--- src/rtl/osd_cmd_pkg.sv ---
`timescale 1ns/1ps
package osd_cmd_pkg;
  localparam int WORD_W = 16;
  localparam int OP_W   = 4;
  localparam int HALF_W = 12;
  localparam int DATA_W = 2 * HALF_W;

  // field positions inside a code-0 word
  localparam int ROW_LSB  = 8;
  localparam int FILL_BIT = 7;
  localparam int COL_LSB  = 0;

  typedef enum logic [OP_W-1:0] {
    OP_ADDR = 4'd0,
    OP_CHR1 = 4'd1,
    OP_CHR2 = 4'd2,
    OP_LIN1 = 4'd3,
    OP_LIN2 = 4'd4
  } op_e;
endpackage

--- src/rtl/osd_sync.sv ---
`timescale 1ns/1ps
module osd_sync #(
  parameter int            W       = 1,
  parameter int            STAGES  = 2,
  parameter logic [W-1:0]  RST_VAL = '0
) (
  input  logic         clk_i,
  input  logic         rst_ni,
  input  logic [W-1:0] d_i,
  output logic [W-1:0] q_o
);
  logic [W-1:0] st_q [STAGES];

  for (genvar s = 0; s < STAGES; s++) begin : g_stage
    always_ff @(posedge clk_i or negedge rst_ni) begin
      if (!rst_ni) st_q[s] <= RST_VAL;
      else if (s == 0) st_q[s] <= d_i;
      else st_q[s] <= st_q[(s == 0) ? 0 : s-1];
    end
  end

  assign q_o = st_q[STAGES-1];
endmodule

--- src/rtl/osd_serial_rx.sv ---
`timescale 1ns/1ps
module osd_serial_rx
  import osd_cmd_pkg::*;
(
  input  logic              clk_i,
  input  logic              rst_ni,
  input  logic              cs_n_i,
  input  logic              sclk_i,
  input  logic              sdat_i,
  input  logic              msb_i,
  output logic              word_vld_o,
  output logic [WORD_W-1:0] word_o
);
  localparam int CNT_W = $clog2(WORD_W);
  localparam logic [CNT_W-1:0] CNT_LAST = CNT_W'(WORD_W - 1);

  logic              sclk_q;
  logic [CNT_W-1:0]  cnt_q;
  logic [WORD_W-1:0] sr_q, sr_d;
  logic              sclk_rise;

  assign sclk_rise = sclk_i & ~sclk_q;

  always_comb begin
    if (msb_i) sr_d = {sr_q[WORD_W-2:0], sdat_i};
    else       sr_d = {sdat_i, sr_q[WORD_W-1:1]};
  end

  always_ff @(posedge clk_i or negedge rst_ni) begin
    if (!rst_ni) begin
      sclk_q     <= 1'b0;
      cnt_q      <= '0;
      sr_q       <= '0;
      word_vld_o <= 1'b0;
      word_o     <= '0;
    end else begin
      sclk_q     <= sclk_i;
      word_vld_o <= 1'b0;
      if (cs_n_i) begin
        cnt_q <= '0;  // partial word dropped
      end else if (sclk_rise) begin
        sr_q <= sr_d;
        if (cnt_q == CNT_LAST) begin
          cnt_q      <= '0;
          word_vld_o <= 1'b1;
          word_o     <= sr_d;
        end else begin
          cnt_q <= cnt_q + CNT_W'(1);
        end
      end
    end
  end
endmodule

--- src/rtl/osd_vram_wr.sv ---
`timescale 1ns/1ps
module osd_vram_wr
  import osd_cmd_pkg::*;
#(
  parameter int ROWS = 12,
  parameter int COLS = 28,
  localparam int RW  = $clog2(ROWS),
  localparam int CW  = $clog2(COLS)
) (
  input  logic              clk_i,
  input  logic              rst_ni,
  input  logic              word_vld_i,
  input  logic [WORD_W-1:0] word_i,
  input  logic              blk_i,
  output logic              char_we_o,
  output logic [DATA_W-1:0] char_wdata_o,
  output logic              line_we_o,
  output logic [DATA_W-1:0] line_wdata_o,
  output logic [RW-1:0]     row_o,
  output logic [CW-1:0]     col_o,
  output logic              busy_o,
  output logic              cmd_vld_o,
  output logic [WORD_W-1:0] cmd_word_o
);
  localparam logic [RW-1:0] ROW_LAST = RW'(ROWS - 1);
  localparam logic [CW-1:0] COL_LAST = CW'(COLS - 1);

  logic [RW-1:0]     row_q, row_nx;
  logic [CW-1:0]     col_q, col_nx;
  logic              fill_q;
  logic [HALF_W-1:0] chr_lat_q, lin_lat_q;
  logic              chr_pend_q, lin_pend_q;
  logic [DATA_W-1:0] chr_dat_q, lin_dat_q;
  logic              accept, last_cell;
  logic [OP_W-1:0]   op;

  assign op        = word_i[WORD_W-1 -: OP_W];
  assign accept    = word_vld_i & ~busy_o;
  assign last_cell = (row_q == ROW_LAST) && (col_q == COL_LAST);

  always_comb begin
    if (col_q == COL_LAST) begin
      col_nx = '0;
      row_nx = (row_q == ROW_LAST) ? '0 : row_q + RW'(1);
    end else begin
      col_nx = col_q + CW'(1);
      row_nx = row_q;
    end
  end

  assign busy_o       = chr_pend_q | lin_pend_q;
  assign char_we_o    = chr_pend_q & ~blk_i;
  assign line_we_o    = lin_pend_q & ~blk_i;
  assign char_wdata_o = chr_dat_q;
  assign line_wdata_o = lin_dat_q;
  assign row_o        = row_q;
  assign col_o        = col_q;

  always_ff @(posedge clk_i or negedge rst_ni) begin
    if (!rst_ni) begin
      row_q      <= '0;
      col_q      <= '0;
      fill_q     <= 1'b0;
      chr_lat_q  <= '0;
      lin_lat_q  <= '0;
      chr_pend_q <= 1'b0;
      lin_pend_q <= 1'b0;
      chr_dat_q  <= '0;
      lin_dat_q  <= '0;
      cmd_vld_o  <= 1'b0;
      cmd_word_o <= '0;
    end else begin
      cmd_vld_o <= 1'b0;

      if (char_we_o) begin
        row_q <= row_nx;
        col_q <= col_nx;
        if (!fill_q || last_cell) chr_pend_q <= 1'b0;
      end
      if (line_we_o) lin_pend_q <= 1'b0;

      if (accept) begin
        unique case (op)
          OP_ADDR: begin
            row_q  <= word_i[ROW_LSB +: RW];
            col_q  <= word_i[COL_LSB +: CW];
            fill_q <= word_i[FILL_BIT];
          end
          OP_CHR1: chr_lat_q <= word_i[HALF_W-1:0];
          OP_CHR2: begin
            chr_dat_q  <= {chr_lat_q, word_i[HALF_W-1:0]};
            chr_pend_q <= 1'b1;
          end
          OP_LIN1: lin_lat_q <= word_i[HALF_W-1:0];
          OP_LIN2: begin
            lin_dat_q  <= {lin_lat_q, word_i[HALF_W-1:0]};
            lin_pend_q <= 1'b1;
          end
          default: begin
            cmd_vld_o  <= 1'b1;
            cmd_word_o <= word_i;
          end
        endcase
      end
    end
  end
endmodule

--- src/rtl/osd_cmd_rx.sv ---
`timescale 1ns/1ps
module osd_cmd_rx
  import osd_cmd_pkg::*;
#(
  parameter int ROWS        = 12,
  parameter int COLS        = 28,
  parameter int SYNC_STAGES = 2
) (
  input  logic              clk_i,
  input  logic              rst_ni,
  input  logic              cs_ni,
  input  logic              sclk_i,
  input  logic              sdata_i,
  input  logic              msb_first_i,
  input  logic              wr_block_i,
  output logic              char_we_o,
  output logic [DATA_W-1:0] char_wdata_o,
  output logic              line_we_o,
  output logic [DATA_W-1:0] line_wdata_o,
  output logic [$clog2(ROWS)-1:0] wr_row_o,
  output logic [$clog2(COLS)-1:0] wr_col_o,
  output logic              busy_o,
  output logic              cmd_valid_o,
  output logic [WORD_W-1:0] cmd_word_o
);
  logic [3:0]        pins_s;
  logic              word_vld;
  logic [WORD_W-1:0] word;

  // pins_s: {msb, data, sclk, cs_n}; cs_n resets to idle high
  osd_sync #(.W(4), .STAGES(SYNC_STAGES), .RST_VAL(4'b0001)) i_sync (
    .clk_i  (clk_i),
    .rst_ni (rst_ni),
    .d_i    ({msb_first_i, sdata_i, sclk_i, cs_ni}),
    .q_o    (pins_s)
  );

  osd_serial_rx i_rx (
    .clk_i      (clk_i),
    .rst_ni     (rst_ni),
    .cs_n_i     (pins_s[0]),
    .sclk_i     (pins_s[1]),
    .sdat_i     (pins_s[2]),
    .msb_i      (pins_s[3]),
    .word_vld_o (word_vld),
    .word_o     (word)
  );

  osd_vram_wr #(.ROWS(ROWS), .COLS(COLS)) i_wr (
    .clk_i        (clk_i),
    .rst_ni       (rst_ni),
    .word_vld_i   (word_vld),
    .word_i       (word),
    .blk_i        (wr_block_i),
    .char_we_o    (char_we_o),
    .char_wdata_o (char_wdata_o),
    .line_we_o    (line_we_o),
    .line_wdata_o (line_wdata_o),
    .row_o        (wr_row_o),
    .col_o        (wr_col_o),
    .busy_o       (busy_o),
    .cmd_vld_o    (cmd_valid_o),
    .cmd_word_o   (cmd_word_o)
  );
endmodule

--- config.mk ---
export PLATFORM = sky130hd
export DESIGN_NAME = osd_cmd_rx
export DESIGN_NICKNAME = d
export VERILOG_FILES = /design/src/rtl/osd_cmd_pkg.sv /design/src/rtl/osd_sync.sv /design/src/rtl/osd_serial_rx.sv /design/src/rtl/osd_vram_wr.sv /design/src/rtl/osd_cmd_rx.sv
export SDC_FILE = /design/constraint.sdc
export NUM_CORES = 1
export LEC_CHECK = 0
export BUFFER_PORTS_ARGS = -buffer_cell sky130_fd_sc_hd__buf_4
export CAP_MARGIN = 25
export CORE_UTILIZATION = 40
export CTS_BUF_LIST = sky130_fd_sc_hd__clkbuf_8
export CTS_CLUSTER_SIZE = 12
export DETAILED_ROUTE_END_ITERATION = 6
export HOLD_SLACK_MARGIN = 0.12
export PLACE_DENSITY_LB_ADDON = 0.05
export SLEW_MARGIN = 20
export SYNTH_ARGS = -nofsm -noshare
export SYNTH_HDL_FRONTEND = slang
export SYNTH_SLANG_ARGS = --single-unit
--- constraint.sdc ---
create_clock -name clk_i -period 3.26 [get_ports clk_i]
set_input_delay 0.652 -clock clk_i [delete_from_list [all_inputs] [get_ports clk_i]]
set_output_delay 0.652 -clock clk_i [all_outputs]
set_load 0.05 [all_outputs]
# ---- After elaboration in Yosys (flattened, before gate mapping)
# Cells that the tools add are included.
dict set report word_totals {
  ff_bits 147
  latch_bits 0
  mem_bits_rw 0
  mem_bits_ro 0
  in_bits 7
  wordCells 77
  memories 0
}
dict set report classes {
  add_sub_neg 3
  mul 0
  n_div 0
  magnitude_cmp 0
  n_eq_ne 7
  shift 0
  muxes 25
  n_bitwise 10
  reduce_logical 14
}
# cell n
set ops {}
lappend ops {{two-way mux 4 bit} 8}
lappend ops {{two-way mux 5 bit} 4}
lappend ops {{two-way mux 16 bit} 1}
lappend ops {{AND reduction 2 bit} 7}
lappend ops {{two-way mux 1 bit} 12}
lappend ops {{adder 4 x 1 -> 4 bit, second input constant} 2}
lappend ops {{equality test 4 x 2 -> 1 bit, second input constant} 2}
lappend ops {{equality test 4 bit, second input constant} 2}
lappend ops {{adder 5 x 1 -> 5 bit, second input constant} 1}
lappend ops {{equality test 5 bit, second input constant} 1}
lappend ops {{NOT 1 bit} 5}
lappend ops {{OR reduction 5 bit} 1}
lappend ops {{AND 1 bit} 4}
lappend ops {{equality test 4 x 1 -> 1 bit, second input constant} 1}
lappend ops {{equality test 4 x 3 -> 1 bit, second input constant} 1}
lappend ops {{zero test 4 bit} 1}
lappend ops {{AND reduction 3 bit} 1}
lappend ops {{nonzero test 2 bit} 1}
lappend ops {{logical AND 1 bit} 1}
lappend ops {{zero test 1 bit} 1}
lappend ops {{logical OR 1 bit} 1}
lappend ops {{bitwise OR 1 bit} 1}

# ---- Longest topological paths before layout
# Gate-level depths: netlist of the first run.
dict set report depth {
  depth_word 7
  mapped_depth 6
  mapped_depth_nobuf 5
}

# ---- By module
# A second synthesis of the first run with hierarchy kept.
dict set report hier_totals {
  hier_cells 424
  area_unflattened_um2 5918.2
}
# mod n_inst cells_each area_each_um2 seq_area_each_um2
set by_module_without_submodules {}
lappend by_module_without_submodules {osd_vram_wr 1 273 4023.9 2527.4}
lappend by_module_without_submodules {osd_serial_rx 1 139 1661.6 950.9}
lappend by_module_without_submodules {osd_sync 1 12 232.7 202.7}

# ---- Worst setup path after synthesis of the first run
# No wires, ideal clock.
dict set report synth_timing {
  path_kind {input port to flip-flop}
  start {input wr_block_i}
  end {register i_wr.row_q[3] (netlist: i_wr.row_o[3])}
  arrival_ns 1.987
  slack_ns 1.191
  cell_stages 5
  path_cell_list {nand2b_1 -> inv_1 -> nand2_1 -> or3_1 -> a31oi_1}
}
dict set report synth_between {
  elab_chain_len 5
}
# element line
set synth_lines {}
lappend synth_lines {{start: declaration} osd_cmd_rx.sv:15} ;# input logic wr_block_i,
lappend synth_lines {{NOT 1 bit *} osd_vram_wr.sv:52} ;# assign char_we_o = chr_pend_q & ~blk_i;
lappend synth_lines {{AND 1 bit *} osd_vram_wr.sv:52}
lappend synth_lines {{net char_we_o} osd_cmd_rx.sv:16} ;# output logic char_we_o,
lappend synth_lines {{two-way mux 4 bit *} osd_vram_wr.sv:75} ;# if (char_we_o) begin
lappend synth_lines {{two-way mux 4 bit} osd_vram_wr.sv:83} ;# unique case (op)
lappend synth_lines {{two-way mux 4 bit *} osd_vram_wr.sv:82} ;# if (accept) begin
lappend synth_lines {{end signal: assignment} osd_vram_wr.sv:76} ;# row_q <= row_nx;
lappend synth_lines {{end signal: assignment} osd_vram_wr.sv:85} ;# row_q <= word_i[ROW_LSB +: RW];
lappend synth_lines {{end: declaration} osd_vram_wr.sv:28} ;# logic [RW-1:0] row_q, row_nx;
# The timed path passes the listed nets; every way through them passes the cells marked *.
# A chain may end at the register's enable or synchronous reset.

# ---- Worst setup path after layout of the first run
dict set report layout_timing {
  start {register i_wr.chr_pend_q}
  end {output char_we_o}
}
dict set report layout_between {
  elab_chain_len 1
}
# element line
set layout_lines {}
lappend layout_lines {{start: declaration} osd_vram_wr.sv:32} ;# logic chr_pend_q, lin_pend_q;
lappend layout_lines {{start signal: assignment} osd_vram_wr.sv:66} ;# chr_pend_q <= 1'b0;
lappend layout_lines {{start signal: assignment} osd_vram_wr.sv:78} ;# if (!fill_q || last_cell) chr_pend_q <= 1'b0;
lappend layout_lines {{start signal: assignment} osd_vram_wr.sv:92} ;# chr_pend_q <= 1'b1;
lappend layout_lines {{AND 1 bit} osd_vram_wr.sv:52}
lappend layout_lines {{end: declaration} osd_cmd_rx.sv:16}
# Every way passes these cells.

==> qor_table.md, run 1 <==
| Item | This run |
| --- | --- |
| Outcome | finished, final reports clean |
| Width of the chip | 123 um |
| Remaining max-slew budget at the tightest pin | 41.8% |
| Number of library cell types mapped by synthesis | 37 |
| Kind of critical path | flop to output port |
| Startpoint type of the worst setup path | flop |
| Min-delay worst type | primary input to async pin |
| Power Internal | 2750 uW |
| Share of power burned in the clock network | 39.6% |
| Highest Clock Rate | 474 MHz |
| Final layout net count | 526 |
| Worst clock skew on the final layout | 0.00999 ns |
| Share of post-route cells with drive strength above 1 | 40.5% |
| Post-placement setup slack | 1.19 ns |
| Register bit count reported by yosys | 147 |
| Slew @ Worst Pin | 0.872 ns |
| Std-Cell Core Area | 14100 sq um |
| Overall die height | 123 um |
| Register area share after synthesis | 62.7% |
| Post-synth net total | 440 |
| Number of synthesized flops with an enable pin | 0 |
| Maximum number of pins on one net before global-route repair | 79 |
| Number of max-slew violations in the final report | 0 |
| Half-perimeter wire length of the detailed placement result | 7.75 mm |
| Worst IR drop on VDD | 0.299 mV |
| Number of setup buffers added after CTS | 0 |
| Post_cts resized | 0 |
| Deepest level of the CTS H-tree | 4 |
| Synth warn | 0 |
| Critical path cell sequence | nand2b_1, inv_1, buf_4 |
| Number of buffer and inverter stages on the critical path | 2 |
| Area overhead of the layout relative to synthesis | 20.3% |
| Count of nets left with antenna violations after detail routing | 0 |
| Area of the mapped netlist | 5870 sq um |
| Wire length of the first global-routing pass | 18.7 mm |
| Largest stage delay on the critical path | 0.44 ns |
| Slowest cell on the critical path | sky130_fd_sc_hd__dfrtp_1 |
| Top-Level Pins | 84 |
| Total length of routed wires | 11.9 mm |
| Total grt overflow | 0 |
| Syn_area_per_cell | 13.6 sq um |
| Net load switching power | 846 uW |
| RSZ-0062 raised after global routing | false |
| Gpl congestion | 0.816 |
| Clock root buffer master | sky130_fd_sc_hd__clkbuf_8 |
| Number of buffers added to fix hold violations after cts | 0 |
| Clock slew seen by the registers of the worst setup and hold paths | 0.08 ns |
| Final cycle utilization of the critical path | 64.6% |
| Sink count of the clock tree | 147 |
| Primary FF master, synth | sky130_fd_sc_hd__dfrtp_1 |
| Total CTS buffers | 17 |
| Number of detailed-routing iterations run before antenna repair | 4 |
| Combinational cell fraction of total power | 6.0% |
| Max FO, Critical Path | 7 |
| Placement Rows | 43 |
| Diode insertion count for antenna repair | 0 |
| Final worst setup slack | 1.15 ns |
| Signal arrival time at the worst endpoint | 1.46 ns |
| Initial cell density of the core | 41.6% |
| Switching portion of total power | 23.5% |
| Via count of the first global-routing pass | 3509 |
| Overall fraction of global-route tracks in use | 16.8% |
| Vias per Instance | 5.00 |
| Sequential cell fraction of total power | 54.4% |
| Final critical delay including setup and external delays | 2.11 ns |
| Setup TNS after final layout | 0 ns |
| Synth Instances | 430 |
| Total power density per cell area | 509 nW/um^2 |
| Clock tree from TritonCTS | built |
| Initial antenna violation count | 0 |
| MaxCap Viol Count | 0 |
| CTS Buffer Depth | 2 |
| Routed length per placed instance | 16.8 um |
| Count of input and output buffers | 83 |
| Type of destination of the critical path | output port |
| Number of hold-slack violations in the final timing report | 0 |
| Required time of the critical path | 2.61 ns |
| Leakage component of the power | 0.00371 uW |
| Kind of cell adding the most delay to the critical path | flip-flops |
| Clk_lat worst skew | 0.43 ns |
| Final setup violation count | 0 |
| FFs w/ async S/R, synth | 100% |
| Routed via count | 3546 |
| Die Area | 15200 sq um |
| DRC errors left | 0 |
| Number of design-rule violations left by the first detailed-router iteration | 138 |
-- per-stage QoR --
stage | instances | area, sq um | power (uW) | util (%) | hold slack (ns)
finish | 709 | 7060 | 3600 | 50.1 | 0.242
global route | 709 | 7060 | 3760 | 50.1 | 0.277
CTS | 709 | 7060 | 3650 | 50.1 | 0.258
detailed placement | 677 | 6650 | 2210 | 47.2 | 0.347
global placement | 677 | 6650 | 2200 | 47.2 | 0.333
floorplan | 430 | 5870 | 2110 | - | 0.331
-- cell type report --
cell class	count	area, sq um
repair buffers	87	669
inverters	4	15.0
clock buffers	22	303
flip-flops and latches	147	3680
well taps	180	225
clock inverters	10	106
multi-input cells	259	2060
fillers	1286	7040
-- synth_stat cells, types with 3 or more instances --
cell | instances | area (sq um)
sky130_fd_sc_hd__o21ai_0 | 5 | 25.0
sky130_fd_sc_hd__a21oi_1 | 45 | 225
sky130_fd_sc_hd__dfrtp_1 | 145 | 3630
sky130_fd_sc_hd__nand2_1 | 16 | 60.1
sky130_fd_sc_hd__mux2_4 | 19 | 285
sky130_fd_sc_hd__buf_2 | 8 | 40.0
sky130_fd_sc_hd__ha_1 | 3 | 37.5
sky130_fd_sc_hd__a31oi_1 | 5 | 31.3
sky130_fd_sc_hd__nor2b_1 | 3 | 18.8
sky130_fd_sc_hd__mux2i_1 | 20 | 200
sky130_fd_sc_hd__nand3_1 | 4 | 20.0
sky130_fd_sc_hd__clkbuf_1 | 8 | 30.0
sky130_fd_sc_hd__nor2_1 | 47 | 176
sky130_fd_sc_hd__mux2_2 | 67 | 754
sky130_fd_sc_hd__inv_1 | 4 | 15.0
sky130_fd_sc_hd__buf_6 | 4 | 45.0
-- power by group through the flow --
stage               sequential [uW]  clock [uW]  combinational, uW
floorplan                      2000           0                118
global placement               1990           0                214
detailed placement             1990           0                220
CTS                            1960        1470                220
global route                   1970        1540                247
finish                         1960        1420                215
-- cell usage in the layout, fill, tap and decap left out, types with 2 or more instances in the layout --
cell | netlist | layout
sky130_fd_sc_hd__nor2b_1 | 3 | 3
sky130_fd_sc_hd__o21ai_0 | 5 | 5
sky130_fd_sc_hd__nand3_2 | 2 | 2
sky130_fd_sc_hd__or3_1 | 2 | 2
sky130_fd_sc_hd__mux2_4 | 19 | 19
sky130_fd_sc_hd__buf_4 | 0 | 85
sky130_fd_sc_hd__inv_1 | 4 | 6
sky130_fd_sc_hd__nand4_1 | 2 | 2
sky130_fd_sc_hd__nand2b_1 | 2 | 2
sky130_fd_sc_hd__a31oi_1 | 5 | 5
sky130_fd_sc_hd__bufinv_16 | 0 | 2
sky130_fd_sc_hd__nor2_1 | 47 | 47
sky130_fd_sc_hd__a21oi_1 | 45 | 45
sky130_fd_sc_hd__mux2_2 | 67 | 67
sky130_fd_sc_hd__ha_1 | 3 | 3
sky130_fd_sc_hd__dfrtp_1 | 145 | 145
sky130_fd_sc_hd__nor3_1 | 2 | 2
sky130_fd_sc_hd__clkinv_2 | 0 | 3
sky130_fd_sc_hd__dfstp_2 | 2 | 2
sky130_fd_sc_hd__nand3_1 | 4 | 4
sky130_fd_sc_hd__nand2_1 | 16 | 16
sky130_fd_sc_hd__mux2i_1 | 20 | 20
sky130_fd_sc_hd__clkbuf_8 | 0 | 22
sky130_fd_sc_hd__clkinvlp_4 | 0 | 2
-- kinds of logic (layout without fill, tap and decap cells) --
logic type | count (synthesis) | count (layout) | share of synthesized area (%)
buffers and inverters | 24 | 123 | 2.22
flip-flops | 147 | 147 | 62.7
XOR/XNOR | 1 | 1 | 0.149
adder cells (fa/ha/maj) | 3 | 3 | 0.640
AO/OA/AOI/OAI | 59 | 59 | 5.35
multiplexers | 107 | 107 | 21.3
AND/OR/NAND/NOR | 89 | 89 | 7.61
-- sequential cells by signal, indices dropped and copies added, names as in the netlist, 5 cells and up --
| signal | cells |
|---|---|
| i_wr.lin_lat_q | 12 |
| i_wr.cmd_word_o | 16 |
| i_wr.char_wdata_o | 24 |
| i_wr.line_wdata_o | 24 |
| i_wr.chr_lat_q | 12 |
| i_rx.word_o | 16 |
| i_wr.col_o | 5 |
| i_rx.sr_q | 16 |
-- worst paths after layout --
check	start	slack, ns	to	depth (start not counted)
min in group clk_i	msb_first_i	0.32	i_sync.st_q[7]	1
max reg2reg	i_wr.lin_pend_q	1.25	i_wr.char_wdata_o[8]	4
min reg2reg	i_sync.st_q[4]	0.36	i_sync.q_o[0]	0
max	i_wr.chr_pend_q	1.15	char_we_o	3
min	rst_ni	0.24	i_wr.char_wdata_o[13]	1
max in group asynchronous	rst_ni	2.20	i_wr.lin_lat_q[3]	2
-- metal layers --
layer  global-route usage, %  up-vias  share of wire (%)
met5                       0        -                  0
met4                    5.42        0               0.76
met3                    4.66        8                4.1
met2                    26.4       72                 48
met1                    22.4     1788                 47
li1                        -     1678                  -
Power figures use the tool's default switching activity.
==> run 2, diff against run 1 <==
==> constraint.sdc (replaced) <==
create_clock -name clk_i -period 1.85 [get_ports clk_i]
set_input_delay 0.37 -clock clk_i [delete_from_list [all_inputs] [get_ports clk_i]]
set_output_delay 0.37 -clock clk_i [all_outputs]
set_load 0.05 [all_outputs]
==> qor_table.md, run 2 (synthesis gave the netlist of run 1 again) <==
| Item | This run | vs previous |
| --- | --- | --- |
| Outcome | finished, final reports clean | unchanged |
| Number of hold-slack violations in the final timing report | 0 | unchanged |
| Total grt overflow | 0 | unchanged |
| Final layout net count | 541 | was 526 |
| Routed length per placed instance | 17.0 um | was 16.8 um |
| Deepest level of the CTS H-tree | 4 | unchanged |
| Width of the chip | 123 um | unchanged |
| Total chip power | 6610 uW | was 3600 uW |
| Maximum number of pins on one net before global-route repair | 56 | was 79 |
| Signal arrival time at the worst endpoint | 1.39 ns | was 1.46 ns |
| Highest Clock Rate | 569 MHz |  |
| Die Area | 15200 sq um | unchanged |
| Worst hold slack after final layout | 0.164 ns | was 0.242 ns |
| Vias per Instance | 4.92 | was 5.00 |
| CTS Buffer Depth | 2 | unchanged |
| Min-delay worst type | primary input to flop | was primary input to async pin |
| Count of input and output buffers | 83 | unchanged |
| Initial antenna violation count | 0 | unchanged |
| Post-route core utilization | 51.5% | was 50.1% |
| Count of nets left with antenna violations after detail routing | 0 | unchanged |
| Overall die height | 123 um | unchanged |
| Clk_lat worst skew | 0.44 ns | was 0.43 ns |
| Worst clock skew on the final layout | 0.0123 ns | was 0.00999 ns |
| Clock tree from TritonCTS | built | unchanged |
| Setup TNS after final layout | 0 ns | unchanged |
| Share of post-route cells with drive strength above 1 | 42.3% | was 40.5% |
| Filler Cells Inserted | 1256 | was 1286 |
| Sink count of the clock tree | 147 | unchanged |
| Slew @ Worst Pin | 0.538 ns | was 0.872 ns |
| Number of detailed-routing iterations run before antenna repair | 4 | unchanged |
| Total CTS buffers | 17 | unchanged |
| Clock slew seen by the registers of the worst setup and hold paths | 0.08 ns | about the same |
| Required time of the critical path | 1.48 ns | was 2.61 ns |
| Most frequent standard cell in the layout excluding fill and tap cells | sky130_fd_sc_hd__dfrtp_1 | unchanged |
| Number of design-rule violations left by the first detailed-router iteration | 210 | was 138 |
| MaxCap Viol Count | 0 | unchanged |
| DRC errors left | 0 | unchanged |
| RSZ-0062 raised after global routing | false | unchanged |
| Top library cells by usage in the layout, fill and taps aside | 143 x sky130_fd_sc_hd__dfrtp_1, 93 x sky130_fd_sc_hd__buf_4, 67 x sky130_fd_sc_hd__mux2_2 | was 145 x sky130_fd_sc_hd__dfrtp_1, 85 x sky130_fd_sc_hd__buf_4, 67 x sky130_fd_sc_hd__mux2_2 |
| Final critical delay including setup and external delays | 1.76 ns |  |
| Placement Rows | 43 | unchanged |
| Startpoint type of the worst setup path | flop | unchanged |
| Sequential Area | 3680 sq um | about the same |
| Number of max-slew violations in the final report | 0 | unchanged |
| Via count of the first global-routing pass | 3476 | was 3509 |
| Area overhead of the layout relative to synthesis | 23.7% | was 20.3% |
| Number of setup buffers added after CTS | 0 | unchanged |
| Routed via count | 3563 | was 3546 |
| Clock root buffer master | sky130_fd_sc_hd__clkbuf_8 | unchanged |
| Top-Level Pins | 84 | unchanged |
| Final cycle utilization of the critical path | 95.0% |  |
| Worst IR drop on VDD | 0.486 mV | was 0.299 mV |
| Total power density per cell area | 911 nW/um^2 | was 509 nW/um^2 |
| Overall fraction of global-route tracks in use | 17.7% | was 16.8% |
| Gpl congestion | 0.741 | was 0.816 |
| Multi-input combinational cell area | 2070 sq um | was 2060 sq um |
| Initial cell density of the core | 41.6% | unchanged |
| Remaining max-slew budget at the tightest pin | 64.0% | was 41.8% |
| Total length of routed wires | 12.3 mm | was 11.9 mm |
| Max FO, Critical Path | 4 | was 7 |
| Wire length of the first global-routing pass | 19.2 mm | was 18.7 mm |
| Std-Cell Core Area | 14100 sq um | unchanged |
| Type of destination of the critical path | output port | unchanged |
| Leakage component of the power | 0.00380 uW | was 0.00371 uW |
| Kind of critical path | flop to output port | unchanged |
| Final setup violation count | 0 | unchanged |
| Diode insertion count for antenna repair | 0 | unchanged |
| Half-perimeter wire length of the detailed placement result | 8.20 mm | was 7.75 mm |
==> run 2: cell types whose count changed in the layout (fill, tap and decap cells not counted), sizes merged <==
cell	previous run	this run
dlygate4sd3	0	5
buf	87	97
clkinvlp	2	1
inv	7	5
clkinv	3	5
bufinv	2	4
clkbuf	22	21
==> run 2: worst max-delay path, cell delays in order (launching register included) <==
cell	delay [ns]
sky130_fd_sc_hd__dfrtp_1	0.44
sky130_fd_sc_hd__or2_2	0.30
sky130_fd_sc_hd__buf_4	0.19
==> run 2: area by class of cell <==
class | count | area share (%)
clock buffer | 21 | 3.98
sequential | 147 | 50.7
clock inverter | 11 | 2.15
multi-input combinational | 259 | 28.5
timing repair buffer | 102 | 11.3
tap | 180 | 3.10
inverter | 4 | 0.207
==> run 2: path summary, 6_finish.rpt <==
kind	depth (start not counted)	startpoint	slack (ns)	end
hold reg to reg	0	i_sync.st_q[7]	0.35	i_sync.q_o[3]
min in group asynchronous	2	rst_ni	0.35	i_wr.char_wdata_o[22]
hold / removal	3	wr_block_i	0.16	i_wr.lin_pend_q
setup / recovery	2	i_wr.chr_pend_q	0.09	busy_o
max in group asynchronous	3	rst_ni	0.88	i_sync.q_o[0]
setup reg to reg	4	i_wr.chr_pend_q	0.13	i_wr.chr_lat_q[7]
==> run 2: repair_timing <==
item	CTS	global route
hold endpoints to repair	121	0
gates resized for setup	1	2
setup endpoints to repair	1	11
cloned	0	0
hold buffers	5	0
==> run 2: metrics by stage <==
stage / instance area, sq um / instances / setup WS, ns
CTS: 7250 / 724 / 0.00575
detailed placement: 6750 / 687 / 0.0860
global route: 7260 / 724 / 0.00549
finish: 7260 / 724 / 0.0934
floorplan: 5880 / 430 / 0.0405
global placement: 6750 / 687 / 0.110
==> run 2: report_power, final <==
part	total, uW	switching (uW)	internal [uW]	leakage [uW]
clock	2770	1180	1600	0.000233
sequential	3440	103	3340	0.00194
combinational	403	248	155	0.00163
==> run 2: per-layer routing <==
metal | GRT usage (%) | part of all wire (%)
met5 | 0 | 0
met4 | 6.78 | 1.2
met3 | 4.34 | 3.5
met2 | 27.7 | 49
met1 | 23.7 | 47
